`src/rtl/ep_prog_pkg.sv`:
```
package ep_prog_pkg;

    typedef enum logic [2:0] {
        ST_IDLE,
        ST_BLANK,
        ST_PROG,
        ST_PULSE,
        ST_VERIFY,
        ST_FINISH
    } ep_state_t;

    typedef enum logic [1:0] {
        RES_OK     = 2'b00,
        RES_ERASE  = 2'b01,
        RES_DAMAGE = 2'b10,
        RES_WORN   = 2'b11
    } ep_result_t;

endpackage

```
`src/rtl/ep_byte_class.sv`:
```
// Per-bit classification of one device byte against its image byte.
module ep_byte_class #(
    parameter int DATA_W = 8
) (
    input  logic [DATA_W-1:0] img_byte,
    input  logic [DATA_W-1:0] dev_byte,
    output logic              needs_pulse,
    output logic              lost_one
);
    logic [DATA_W-1:0] still_one;
    logic [DATA_W-1:0] stuck_zero;

    for (genvar b = 0; b < DATA_W; b++) begin : g_bit
        // bit must still fall from 1 to 0
        assign still_one[b]  = dev_byte[b] & ~img_byte[b];
        // bit wanted high already reads low
        assign stuck_zero[b] = img_byte[b] & ~dev_byte[b];
    end

    assign needs_pulse = |still_one;
    assign lost_one    = |stuck_zero;
endmodule

```
`src/rtl/ep_addr_sweep.sv`:
```
// Address counter for whole-array sweeps.
module ep_addr_sweep #(
    parameter int ADDR_W = 4
) (
    input  logic              clk,
    input  logic              rst_n,
    input  logic              clr,
    input  logic              inc,
    output logic [ADDR_W-1:0] addr,
    output logic              at_last
);
    localparam logic [ADDR_W-1:0] LAST_ADDR = {ADDR_W{1'b1}};

    always_ff @(posedge clk or negedge rst_n) begin
        if (!rst_n)   addr <= '0;
        else if (clr) addr <= '0;
        else if (inc) addr <= addr + 1'b1;
    end

    assign at_last = (addr == LAST_ADDR);
endmodule

```
`src/rtl/ep_pass_counter.sv`:
```
// Counts program passes; the first pass is number one.
module ep_pass_counter #(
    parameter int MAX_PASSES = 10
) (
    input  logic clk,
    input  logic rst_n,
    input  logic clr,
    input  logic inc,
    output logic at_limit
);
    localparam int CW = $clog2(MAX_PASSES + 1);

    logic [CW-1:0] pass_no;

    always_ff @(posedge clk or negedge rst_n) begin
        if (!rst_n)   pass_no <= CW'(1);
        else if (clr) pass_no <= CW'(1);
        else if (inc) pass_no <= pass_no + 1'b1;
    end

    assign at_limit = (pass_no == CW'(MAX_PASSES));


    pass_no_overrun_chk: assert property (@(posedge clk) disable iff (!rst_n)
        inc |-> !at_limit)
        else $error("pass counter advanced past the limit");
endmodule

```
`src/rtl/eprom_pass_programmer.sv`:
```
module eprom_pass_programmer
    import ep_prog_pkg::*;
#(
    parameter int ADDR_W     = 4,
    parameter int DATA_W     = 8,
    parameter int MAX_PASSES = 10
) (
    input  logic              clk,
    input  logic              rst_n,
    input  logic              start,
    output logic [ADDR_W-1:0] mem_addr,
    input  logic [DATA_W-1:0] exp_data,
    input  logic [DATA_W-1:0] mem_rdata,
    output logic              prog_req,
    output logic [DATA_W-1:0] prog_data,
    input  logic              prog_ack,
    output logic              busy,
    output logic              done,
    output logic [1:0]        result
);
    ep_state_t  state, state_nx;
    ep_result_t res_q, res_nx;
    logic       pend_q, pend_nx;

    logic addr_clr, addr_inc, at_last;
    logic pass_clr, pass_inc, at_limit;
    logic needs_pulse, lost_one;

    ep_byte_class #(.DATA_W(DATA_W)) u_class (
        .img_byte    (exp_data),
        .dev_byte    (mem_rdata),
        .needs_pulse (needs_pulse),
        .lost_one    (lost_one)
    );

    ep_addr_sweep #(.ADDR_W(ADDR_W)) u_sweep (
        .clk     (clk),
        .rst_n   (rst_n),
        .clr     (addr_clr),
        .inc     (addr_inc),
        .addr    (mem_addr),
        .at_last (at_last)
    );

    ep_pass_counter #(.MAX_PASSES(MAX_PASSES)) u_pass (
        .clk      (clk),
        .rst_n    (rst_n),
        .clr      (pass_clr),
        .inc      (pass_inc),
        .at_limit (at_limit)
    );

    // state register
    always_ff @(posedge clk or negedge rst_n) begin
        if (!rst_n) begin
            state  <= ST_IDLE;
            res_q  <= RES_OK;
            pend_q <= 1'b0;
        end else begin
            state  <= state_nx;
            res_q  <= res_nx;
            pend_q <= pend_nx;
        end
    end

    // transitions and sweep control
    always_comb begin
        state_nx = state;
        res_nx   = res_q;
        pend_nx  = pend_q;
        addr_clr = 1'b0;
        addr_inc = 1'b0;
        pass_clr = 1'b0;
        pass_inc = 1'b0;
        unique case (state)
            ST_IDLE: begin
                if (start) begin
                    state_nx = ST_BLANK;
                    addr_clr = 1'b1;
                    pass_clr = 1'b1;
                end
            end
            ST_BLANK: begin
                if (lost_one) begin
                    res_nx   = RES_ERASE;
                    state_nx = ST_FINISH;
                end else if (at_last) begin
                    state_nx = ST_PROG;
                    addr_clr = 1'b1;
                end else begin
                    addr_inc = 1'b1;
                end
            end
            ST_PROG: begin
                if (needs_pulse) begin
                    state_nx = ST_PULSE;
                end else if (at_last) begin
                    state_nx = ST_VERIFY;
                    addr_clr = 1'b1;
                    pend_nx  = 1'b0;
                end else begin
                    addr_inc = 1'b1;
                end
            end
            ST_PULSE: begin
                if (prog_ack) begin
                    if (at_last) begin
                        state_nx = ST_VERIFY;
                        addr_clr = 1'b1;
                        pend_nx  = 1'b0;
                    end else begin
                        state_nx = ST_PROG;
                        addr_inc = 1'b1;
                    end
                end
            end
            ST_VERIFY: begin
                if (lost_one) begin
                    res_nx   = RES_DAMAGE;
                    state_nx = ST_FINISH;
                end else if (at_last) begin
                    if (pend_q || needs_pulse) begin
                        if (at_limit) begin
                            res_nx   = RES_WORN;
                            state_nx = ST_FINISH;
                        end else begin
                            pass_inc = 1'b1;
                            addr_clr = 1'b1;
                            state_nx = ST_PROG;
                        end
                    end else begin
                        res_nx   = RES_OK;
                        state_nx = ST_FINISH;
                    end
                end else begin
                    addr_inc = 1'b1;
                    if (needs_pulse) pend_nx = 1'b1;
                end
            end
            ST_FINISH: state_nx = ST_IDLE;
            default:   state_nx = ST_IDLE;
        endcase
    end

    // outputs
    always_comb begin
        prog_req  = (state == ST_PULSE);
        prog_data = exp_data;
        busy      = (state != ST_IDLE);
        done      = (state == ST_FINISH);
        result    = res_q;
    end


    req_hold_chk: assert property (@(posedge clk) disable iff (!rst_n)
        (prog_req && !prog_ack) |=> prog_req)
        else $error("pulse request dropped before acknowledge");


    req_addr_stable_chk: assert property (@(posedge clk) disable iff (!rst_n)
        (prog_req && !prog_ack) |=> $stable(mem_addr))
        else $error("address moved during pulse request");


    no_ff_pulse_chk: assert property (@(posedge clk) disable iff (!rst_n)
        prog_req |-> (prog_data != {DATA_W{1'b1}}))
        else $error("pulse requested for an all-ones byte");


    done_single_chk: assert property (@(posedge clk) disable iff (!rst_n)
        done |=> (!done && !busy))
        else $error("done longer than one cycle");


    erase_no_pulse_chk: assert property (@(posedge clk) disable iff (!rst_n)
        (state == ST_BLANK) |-> !prog_req)
        else $error("pulse during blank check");
endmodule

```
`config.mk`:
```
export PLATFORM = sky130hd
export DESIGN_NAME = eprom_pass_programmer
export DESIGN_NICKNAME = d
export VERILOG_FILES = /design/src/rtl/ep_prog_pkg.sv /design/src/rtl/ep_byte_class.sv /design/src/rtl/ep_addr_sweep.sv /design/src/rtl/ep_pass_counter.sv /design/src/rtl/eprom_pass_programmer.sv
export SDC_FILE = /design/constraint.sdc
export NUM_CORES = 1
export LEC_CHECK = 0
export BUFFER_PORTS_ARGS = -buffer_cell sky130_fd_sc_hd__buf_2
export CAP_MARGIN = 40
export CORE_UTILIZATION = 45
export DETAILED_ROUTE_END_ITERATION = 8
export PLACE_DENSITY_LB_ADDON = 0.05
export SLEW_MARGIN = 20
export SYNTH_ARGS = -nofsm -noshare
export SYNTH_HDL_FRONTEND = slang
export SYNTH_SLANG_ARGS = --single-unit
```
`constraint.sdc`:
```
create_clock -name clk -period 1.71 [get_ports clk]
set_input_delay 0.171 -clock clk [delete_from_list [all_inputs] [get_ports clk]]
set_output_delay 0.171 -clock clk [all_outputs]
set_load 0.02 [all_outputs]
```
==> results.txt <==
----------------------------------------------------
[GRT]
  Initial antenna violation count ... 0
  Number of global-route vias before repair ... 1074
  Wire length of the first global-routing pass ... 4526 um
  GRT Residual Overflow ... 0
  Largest net degree at the start of global routing ... 15
  Total GRT Usage ... 22.97%

[Clock tree]
  Number of buffers on the longest clock path ... 2
  Number of buffers created by CTS ... 3
  Clock tree from TritonCTS ... done
  CTS Root Cell ... clkbuf_4
  Skew-Pair Late Insertion Delay ... 280 ps
  TritonCTS Sinks ... 14
  Number of levels the H-tree was split into ... 1
  Clk slew on worst S/H paths ... 80 ps

[Synthesis]
  Fraction of synthesized cell area in xor and xnor cells ... 3.167%
  Multiplexer area fraction after synthesis ... 2.941%
  Area share of fa/ha/maj cells after synthesis ... 3.394%
  Portion of the post-synthesis area used by sequential elements ... 31.79%
  Prevailing post-synth register cell ... dfrtp_1
  Number of flops mapped to enable cells by yosys ... 0
  Synth top area cells ... dfrtp_1 29%, nor2_1 5.8%, buf_4 5.4%, ha_1 3.4%, nor2b_1 3.4%
  Average size of a mapped cell ... 8.443 um^2
  Mapped Nets ... 154
  Synth Cell Area ... 0.001106 mm^2
  Count of unique library cells instantiated by Yosys ... 41
  Share of flip-flops with an asynchronous set or reset ... 100.0%
  Number of warnings issued by yosys ... 0
  Count of state elements after synthesis ... 14
  Number of instances in the synthesized netlist ... 131
  Dominant combinational cell family by area after synthesis ... simple AND/OR/NAND/NOR gates
  Simple-gate area share of the yosys netlist ... 27.94%
  Area share of the largest cell type after synthesis ... 29.41%
  Area fraction in compound gates after synthesis ... 21.15%
  Yosys top cell by area ... dfrtp_1

[Critical path]
  Crit path launch type ... flip-flop
  Critical path capture point type ... flip-flop
  Data arrival time of the critical path ... 2030 ps
  WS Path Type ... flip-flop to flip-flop
  Worst EP required ... 1920 ps
  Maximum fanout count along the critical path ... 4

[Finish]
  Area used by multi-input combinational logic ... 705.7 um^2
  End-of-flow core utilization ... 69.87%
  Number of antenna repair diodes ... 0
  Area overhead of the layout relative to synthesis ... 42.42%
  Filler cell count ... 190
  Layout cells sized above 1 ... 47.37%
  Register Area ... 355.3 um^2
  Count of non-filler cells in the finished layout ... 218
  Non-Filler Cell Area, Final ... 0.001575 mm^2
  Net count of the finished layout ... 214

[Timing]
  Worst hold slack ... 247.4 ps
  Clock period minus worst slack ... 1821 ps
  Share of the clock period used by the worst path after layout ... 106.5%
  Final TNS setup ... -705.7 ps
  Final setup violation count ... 11
  Worst slew margin relative to its limit ... 63.41%
  Timing-limited maximum frequency ... 0.5492 GHz
  RSZ-0062 raised after global routing ... true
  Final Worst Setup Slack ... -111.0 ps
  Total count of max-transition violations in the final report ... 0
  Setup clock skew after layout ... 2.755 ps
  Final Hold Vio Count ... 0
  Worst slew pin tran ... 548.3 ps

[Routing]
  Drt via density ... 5.339
  Detailed-route wire length per cell ... 13.03 um
  First-iteration detailed-routing DRC count ... 18
  Number of nets with antenna violations after detailed routing ... 0
  Total wire length ... 2840 um
  Iteration count of the initial detailed-routing pass ... 4
  Count of unresolved DRC violations after routing ... 0
  Count of vias placed by the detailed router ... 1164

[Job]
  Max cap viols ... 0

[Power]
  Clock group share of total power ... 11.5%
  Leakage ... 0.7812 nW
  P_sw ... 0.7242 mW
  IR Drop Worst-Case VDD ... 0.0007639 V
  Sequential fraction of design power ... 31.5%
  Switching part of the total ... 42.08%
  Comb power frac ... 57.0%
  P per Cell Area ... 1093 mW/mm^2
  Total power of the final layout ... 1.721 mW
  Cell internal pwr ... 0.9969 mW

[Die]
  Initial Utilization ... 49.06%
  Number of I/O pins ... 37
  Area of the core ... 0.002255 mm^2
  Placement Rows ... 17
  Height of the die ... 51.58 um
  Horiz. Die Dim ... 51.58 um
  Die outline area ... 0.002660 mm^2

[Outcome]
  Violations in the final reports ... negative setup slack
  Outcome ... complete, but fails checks

[Placement]
  Placed insts ... 210
  HPWL Detailed ... 2239 um
  Total cell area at the placement stage ... 0.001453 mm^2
  Final weighted congestion in routability-driven placement ... 0.8421
  Worst setup slack after placement ... -141.9 ps
  Port bufs ... 36

[Min path]
  Worst min path class ... input port to flip-flop

----------------------------------------------------
==> cell usage after synthesis, drive strengths merged (4+ instances only) <==
cell and number:
nor2b 6, clkbuf 4, nor2 17, nand2 7
nor3 7, dfrtp 13, inv 8, xor2 4
nand2b 5, o21ai 4, buf 8, a21oi 5
nand3 4
==> critical path, cell delays in order, from the launching register on <==
cell      delay [ps]
dfstp_2          540
inv_2             50
ha_4             150
nand3b_1         110
o41a_1           260
buf_6            140
nand3_4           60
or3_4            340
a21oi_2          110
==> registers in the layout (all words and copies together) (netlist names) <==
name	cells
pend_q	1
result	2
state	3
u_pass.pass_no	4
u_sweep.addr	4
==> worst paths after layout <==
check,start,slack (ps),to,cells past startpoint
max,u_pass.pass_no[0],-110,u_pass.pass_no[3],8
min,start,250,u_pass.pass_no[1],4
max reg2reg,u_pass.pass_no[0],-110,u_pass.pass_no[3],8
min reg2reg,result[1],520,result[1],1
max in group asynchronous,rst_n,1110,u_pass.pass_no[0],2
min in group asynchronous,rst_n,310,result[0],2
==> layout make-up <==
class	count	share of cell area, %
Tap cell	28	2.224
Timing Repair Buffer	67	26.85
Clock buffer	4	1.668
Multi-Input combinational cell	97	44.80
Sequential cell	14	22.56
Inverter	8	1.906
==> what timing repair did <==
item / CTS / global route
endpoints found under the setup margin: 9 / 13
hold buffers: 1 / 0
setup buffers: 1 / 2
pin swaps: 4 / 3
gates resized for setup: 9 / 8
hold endpoints to repair: 13 / 0
==> kinds of logic (layout without fill, tap and decap cells) <==
group / count (synthesis) / after routing
simple gates: 56 / 56
compound gates: 31 / 31
buf+inv: 20 / 79
flops: 14 / 14
xor+xnor: 4 / 4
fa+ha+maj: 3 / 3
mux: 3 / 3
==> power groups by stage <==
stage | logic, mW | registers (mW) | clock network, mW
6_report | 0.980 | 0.543 | 0.198
5_1_grt | 1.07 | 0.561 | 0.219
4_1_cts | 0.969 | 0.544 | 0.208
3_5_place_dp | 0.935 | 0.549 | 0
3_3_place_gp | 0.914 | 0.540 | 0
2_1_floorplan | 0.531 | 0.569 | 0
==> placed cells by master (no fill, tap or decap), types with 3 or more instances in the layout <==
cell and instances:
buf_2 36, buf_4 28, nor2_1 12, dfrtp_1 10, inv_1 7, nand2_1 7, nor2b_1 6, nor3_1 5
nand2b_1 5, nor2_2 4, xor2_1 4, a2111o_1 3, a21oi_2 3, nand3_1 3, o211ai_1 3, a31oi_1 3
clkbuf_4 3, dfrtp_2 3
==> per-layer routing <==
metal  vias to the layer above  GRT usage [%]  wire length [um]
met5                         -              0                 0
li1                        581              -                 -
met3                         2          6.725               133
met4                         0          6.306                14
met2                        28          38.96              1424
met1                       553          28.15              1267
Note: power is estimated with default switching activity, not from simulation.
